## config.mk

```make
export PLATFORM = sky130hd
export DESIGN_NAME = duallane_sram
export DESIGN_NICKNAME = d
export VERILOG_FILES = /design/src/rtl/dls_pkg.sv /design/src/rtl/dls_decode.sv /design/src/rtl/dls_wwin.sv /design/src/rtl/dls_lane_mem.sv /design/src/rtl/duallane_sram.sv
export SDC_FILE = /design/constraint.sdc
export NUM_CORES = 1
export LEC_CHECK = 0
export BUFFER_PORTS_ARGS = -buffer_cell sky130_fd_sc_hd__buf_2
export CORE_MARGIN = 2
export CORE_UTILIZATION = 35
export CTS_CLUSTER_SIZE = 14
export DETAILED_ROUTE_END_ITERATION = 10
export PLACE_DENSITY = 0.51
export SLEW_MARGIN = 20
export SYNTH_ARGS = -nofsm -noshare
export SYNTH_HDL_FRONTEND = slang
export SYNTH_HIERARCHICAL = 1
export SYNTH_SLANG_ARGS = --single-unit
```

## constraint.sdc

```tcl
create_clock -name clk -period 3.1 [get_ports clk]
set_clock_uncertainty 0.15 [all_clocks]
set_input_delay 0.31 -clock clk [delete_from_list [all_inputs] [get_ports clk]]
set_output_delay 0.31 -clock clk [all_outputs]
set_load 0.05 [all_outputs]
```

## src/rtl/dls_pkg.sv

```systemverilog
package dls_pkg;

   localparam int LANES = 2;

   typedef logic [LANES-1:0] lane_vec_t;

   typedef enum logic {
      BUS_BYTE = 1'b0,
      BUS_WORD = 1'b1
   } bus_mode_e;

   typedef struct packed {
      logic      sel;
      bus_mode_e mode;
      logic      err;
      lane_vec_t rd;
      lane_vec_t wr;
   } dls_ctl_t;

   // Lane activated by a full-width byte access: the extra address bit picks it.
   function automatic lane_vec_t byte_lane(input logic a_low);
      lane_vec_t v;
      v = '0;
      v[a_low] = 1'b1;
      return v;
   endfunction

endpackage

```

## src/rtl/dls_decode.sv

```systemverilog
module dls_decode
   import dls_pkg::*;
(
   input  logic     csel_n,
   input  logic     csel,
   input  logic     wr_n,
   input  logic     out_en_n,
   input  logic     lo_en_n,
   input  logic     hi_en_n,
   input  logic     word_mode,
   input  logic     a_low,
   output dls_ctl_t ctl
);

   lane_vec_t lane_req;
   lane_vec_t lane_act;
   logic      both_req;
   logic      selected;
   bus_mode_e mode;

   always_comb begin
      selected = ~csel_n & csel;
      mode     = bus_mode_e'(word_mode);
      lane_req = {~hi_en_n, ~lo_en_n};
      both_req = &lane_req;

      if (mode == BUS_WORD) begin
         lane_act = lane_req;
      end else if (both_req) begin
         lane_act = byte_lane(a_low);
      end else begin
         lane_act = '0;
      end

      ctl.sel  = selected;
      ctl.mode = mode;
      ctl.err  = selected & (mode == BUS_BYTE) & ~both_req;
      ctl.wr   = (selected & ~wr_n) ? lane_act : '0;
      ctl.rd   = (selected & wr_n & ~out_en_n) ? lane_act : '0;
   end

endmodule

```

## src/rtl/dls_wwin.sv

```systemverilog
module dls_wwin #(
   parameter int ADDR_W = 6,
   parameter int LANE_W = 8
) (
   input  logic              clk,
   input  logic              rst_n,
   input  logic              open_now,
   input  logic [ADDR_W-1:0] addr_now,
   input  logic [LANE_W-1:0] data_now,
   output logic              commit,
   output logic [ADDR_W-1:0] cmt_addr,
   output logic [LANE_W-1:0] cmt_data
);

   logic              open_q;
   logic [ADDR_W-1:0] addr_q;
   logic [LANE_W-1:0] data_q;

   always_ff @(posedge clk or negedge rst_n) begin
      if (!rst_n) begin
         open_q <= 1'b0;
         addr_q <= '0;
         data_q <= '0;
      end else begin
         open_q <= open_now;
         if (open_now) begin
            addr_q <= addr_now;
            data_q <= data_now;
         end
      end
   end

   assign commit   = open_q & ~open_now;
   assign cmt_addr = addr_q;
   assign cmt_data = data_q;

endmodule

```

## src/rtl/dls_lane_mem.sv

```systemverilog
module dls_lane_mem #(
   parameter int ADDR_W = 6,
   parameter int LANE_W = 8
) (
   input  logic              clk,
   input  logic              we,
   input  logic [ADDR_W-1:0] waddr,
   input  logic [LANE_W-1:0] wdata,
   input  logic [ADDR_W-1:0] raddr,
   output logic [LANE_W-1:0] rdata
);

   localparam int DEPTH = 1 << ADDR_W;

   logic [LANE_W-1:0] cells [DEPTH];

   always_ff @(posedge clk) begin
      if (we) begin
         cells[waddr] <= wdata;
      end
   end

   assign rdata = cells[raddr];

endmodule

```

## src/rtl/duallane_sram.sv

```systemverilog
module duallane_sram
   import dls_pkg::*;
#(
   parameter int ADDR_W = 6,
   parameter int LANE_W = 8
) (
   input  logic                  clk,
   input  logic                  rst_n,
   input  logic                  csel_n,
   input  logic                  csel,
   input  logic                  wr_n,
   input  logic                  out_en_n,
   input  logic                  lo_en_n,
   input  logic                  hi_en_n,
   input  logic                  word_mode,
   input  logic [ADDR_W-1:0]     addr,
   input  logic [2*LANE_W-1:0]   dq_in,
   output logic [2*LANE_W-1:0]   dq_out,
   output logic [2*LANE_W-1:0]   dq_oe,
   output logic                  proto_err
);

   localparam int DQ_W = LANES * LANE_W;

   generate
      if (LANE_W < 1) begin : g_bad_lane
         $error("duallane_sram: LANE_W must be at least 1");
      end
      if (ADDR_W < 1 || ADDR_W > 12) begin : g_bad_addr
         $error("duallane_sram: ADDR_W must lie in 1..12");
      end
   endgenerate

   logic     a_low;
   dls_ctl_t ctl;

   assign a_low = dq_in[DQ_W-1];

   dls_decode dec_i (
      .csel_n   (csel_n),
      .csel     (csel),
      .wr_n     (wr_n),
      .out_en_n (out_en_n),
      .lo_en_n  (lo_en_n),
      .hi_en_n  (hi_en_n),
      .word_mode(word_mode),
      .a_low    (a_low),
      .ctl      (ctl)
   );

   logic [LANE_W-1:0] lane_rd [LANES];

   for (genvar g = 0; g < LANES; g++) begin : g_lane
      logic [LANE_W-1:0] din;
      logic              commit;
      logic [ADDR_W-1:0] cmt_addr;
      logic [LANE_W-1:0] cmt_data;

      // Byte mode feeds every lane from the low bits of the bus.
      assign din = (ctl.mode == BUS_WORD) ? dq_in[g*LANE_W +: LANE_W]
                                          : dq_in[LANE_W-1:0];

      dls_wwin #(.ADDR_W(ADDR_W), .LANE_W(LANE_W)) win_i (
         .clk     (clk),
         .rst_n   (rst_n),
         .open_now(ctl.wr[g]),
         .addr_now(addr),
         .data_now(din),
         .commit  (commit),
         .cmt_addr(cmt_addr),
         .cmt_data(cmt_data)
      );

      dls_lane_mem #(.ADDR_W(ADDR_W), .LANE_W(LANE_W)) mem_i (
         .clk  (clk),
         .we   (commit),
         .waddr(cmt_addr),
         .wdata(cmt_data),
         .raddr(addr),
         .rdata(lane_rd[g])
      );
   end

   always_comb begin
      dq_out = '0;
      dq_oe  = '0;
      if (ctl.mode == BUS_WORD) begin
         for (int k = 0; k < LANES; k++) begin
            if (ctl.rd[k]) begin
               dq_out[k*LANE_W +: LANE_W] = lane_rd[k];
               dq_oe [k*LANE_W +: LANE_W] = '1;
            end
         end
      end else if (|ctl.rd) begin
         dq_out[LANE_W-1:0] = ctl.rd[1] ? lane_rd[1] : lane_rd[0];
         dq_oe [LANE_W-1:0] = '1;
      end
   end

   assign proto_err = ctl.err;

endmodule

```

== Word-level counts from Yosys, hierarchy flattened ==
Memories as Yosys holds them, arrays and structs flattened.
Cells that the tools add are included.
Word-level totals
  flip-flop bits (word level): 30
  bits in writable memories: 1024
  input bits: 31
  output and inout bits: 33
  word-level logic and storage cells: 52
  memories kept: 2
Cells by class
  order comparisons: 2
  multiplexer cells: 22
  bitwise operators: 17
  reduce and logical (&&, ||, !) cells: 3
Memories
  g_lane[0].mem_i.cells: words 64, bits a word 8, read ports 1, clocked after memory_dff 0, write ports 1, line dls_lane_mem.sv:15  | logic [LANE_W-1:0] cells [DEPTH];
  g_lane[1].mem_i.cells: words 64, bits a word 8, read ports 1, clocked after memory_dff 0, write ports 1, line dls_lane_mem.sv:15
Operators with widths (number)
  8-bit 2-to-1 mux: 12
  1-bit inverter: 9
  1-bit bitwise AND: 8
  2-bit 2-to-1 mux: 4
  1-bit 2-to-1 mux: 5
  1-bit by 2-bit < comparator with 1-bit output (second input constant): 1
  2-bit AND reduction: 1
  2-bit OR reduction: 1
  1-bit demux with 1-bit select: 1
  1-bit greater-or-equal comparator (second input constant): 1
  1-bit logical AND: 1

== Depth between registers and ports, before layout ==
  depth after elaboration: 11
  mapped depth: 11
  mapped depth without buffers: 7

== By module ==
The synthesis kept the hierarchy.
By module, submodules not included
  dls_lane_mem: times used 2, cells each 932, area each 20006.7 sq um, sequential area each 15374.7 sq um
  dls_wwin: times used 2, cells each 32, area each 606.8 sq um, sequential area each 375.4 sq um
  duallane_sram: times used 1, cells each 62, area each 452.9 sq um, sequential area each 0.0 sq um
  dls_decode: times used 1, cells each 14, area each 106.4 sq um, sequential area each 0.0 sq um

== Worst setup path before layout ==
No wires, ideal clock.
  path kind: input -> output
  start: input port addr[2]
  end: output port dq_out[3]
  arrival: 2.872 ns
  required time: 2.640 ns
  path slack: -0.232 ns
  stages on the path: 9
  buffers on the path: 4
  path through: buf_2 -> buf_4 -> clkbuf_1 -> buf_2 -> o221ai_1 -> o21a_1 -> o41ai_1 -> nand2_1 -> o21ai_0
RTL lines
  start, declared: line duallane_sram.sv:16  | input logic [ADDR_W-1:0] addr,
  end, declared: line duallane_sram.sv:18  | output logic [2*LANE_W-1:0] dq_out,

==> reports/qor.yml <==
drtPass1Iterations: 5
violations: "setup timing"
status: "finished with violations"
clock_latency_ps: 710
path_clk_slew_ps: 60
hold_class: "in2async"
hpwlAfterDp_mm: 70.8
grt_pass1_wl_mm: 155
layout.nets: 2350
grt_start_max_net_pins: 53
syn_area_um2: 41800
grt_pass1_vias: 21700
crit_type: "reg2out"
drcViolationCount: 0
die_h_um: 349
postSynthAreaPerCell_um2: 20.9
core_um2: 118000
dpl_cell_area_um2: 45500
cts_sinks: 1054
drv_slew: 0
overflow: 0
ios: 64
viasPerCell: 5.32
fmax_mhz: 297
ant_nets: 0
hold_viol: 0
vdd_drop_max_mv: 0.442
drt_iter0_markers: 2067
path_max_fanout: 1
layoutNonFillerInstCount: 3948
hold_slack_ps: 117
cp-startpoint: "g_lane[0].mem_i/cells[38][4]"
power_per_cell_area_nw_per_um2: 655
relSlewSlack: 0.246
die_area_um2: 122000
worst_slack_ps: -263
worstMarginPinSlew_ps: 1130
drive_above_1_share: 0.365
synth_nets: 2033
rsz0062_at_grt: "yes"
period_minus_slack_ps: 3360
final_area_um2: 49900
syn_to_final_growth_pct: 19.5
rows: 126
numPortBuffers: 63
antenna_cells: 0
setup_viol: 16
endpoint_kind: "output port"
wl_per_cell_um: 26.7
finalCritPeriodShare: 1.08
setup_tns_ps: -2930
drv_cap: 0
p_leak_nw: 16.1
syn_inst: 2002
regToRegStartpoint: "g_lane[0].win_i/cmt_addr[2]"
die_w_um: 349
required_ps: 2640
cts_max_path_buffers: 3
critical_path_arrival_ps: 2900
dp_slack_ps: -633
gp_congestion: 0.818
numCtsBuffers: 108
cts_tree: "done"
htree_levels: 3
cp-start-kind: "flop"
grt_antenna_before_repair: 3
routed-via-count: 21000
ys_warn_count: 6
start_util: 0.353
wirelength_mm: 106
grt_util_all_layers: 0.174
dp_cells: 3730
cts_root_buf: "clkbuf_16"
==> what timing repair did <==
item                                   4_1_cts  5_1_grt
buffers inserted                             0        0
setup endpoints to repair                   16       29
cloned                                       0        0
hold buffers                                21        0
endpoints found under the hold margin       49        0
resized for setup                          125       20
pin swaps                                   25       17
==> flip-flops by register name (all words and copies together), names as in the netlist <==
| name | flops |
|---|---|
| g_lane.mem_i/cells | 1024 |
| g_lane.win_i/cmt_addr | 12 |
| g_lane.win_i/cmt_data | 16 |
| g_lane.win_i/open_q | 2 |
==> cell usage in the layout, fill, tap and decap left out, types with 6 or more instances in the layout <==
cell type,count
edfxtp_1,1024
nand3_1,26
nor3_2,8
nor2b_1,28
dlygate4sd3_1,21
clkinvlp_4,7
dfrtp_2,16
nand2_1,37
buf_6,18
buf_2,41
mux2_4,27
mux4_2,252
o22ai_1,14
o221ai_1,16
clkinv_1,24
a211oi_1,8
clkbuf_16,109
clkbuf_1,26
dfrtp_1,14
mux2i_1,46
a221oi_2,6
nand3b_1,14
o21ai_2,8
buf_12,27
clkinv_2,14
nor2_4,7
a21oi_1,6
buf_4,223
nand2b_1,15
bufinv_16,10
and3_4,7
a221oi_1,6
nor2_1,157
nand2_2,6
mux2_2,35
a22oi_1,6
==> path summary, 6_finish.rpt <==
check                                                     to  slack, ps  cells after the start
worst max-delay path                               dq_out[4]       -260                      8
worst min-delay path             g_lane[0].win_i/cmt_data[7]        120                      2
worst max register to register  g_lane[0].mem_i/cells[37][4]        510                      4
worst min register to register  g_lane[0].mem_i/cells[39][6]        510                      0
max in group asynchronous        g_lane[1].win_i/cmt_data[2]       2000                      2
min in group clk                      g_lane[1].win_i/open_q        130                      4
==> per-layer routing <==
layer,share of wire,vias up,track usage
met1,0.44,11300,0.246
met3,0.057,144,0.0275
met2,0.48,645,0.281
met4,0.021,0,0.0456
met5,0,-,0
li1,-,8924,-
==> critical path: stages, from the launching register on <==
cell and delay (ps):
edfxtp_1 380, mux4_2 520, mux4_2 490, nor2_1 150
buf_4 150, o32ai_2 80, nand2_2 190, o21ai_2 90
buf_6 150
==> through the flow <==
stage / utilization / power (mW)
CTS: 0.421 / 33.0
floorplan: - / 18.6
global placement: 0.385 / 19.9
detailed placement: 0.385 / 20.0
global route: 0.422 / 33.8
finish: 0.422 / 32.7
==> report_power, final <==
group,total [mW],internal [mW],switching (mW)
sequential,17.3,16.7,0.645
clock,12.9,7.40,5.49
combinational,2.49,0.943,1.55
==> cell type report <==
cell class,instances,area [um^2]
well taps,1536,1920
repair buffers,333,2880
inverters,1,3.75
clock inverters,65,686
multi-input cells,821,10000
flip-flops and latches,1054,31500
clock buffers,138,2870
fillers,10300,68300
Note: power is estimated with default switching activity, not from simulation.
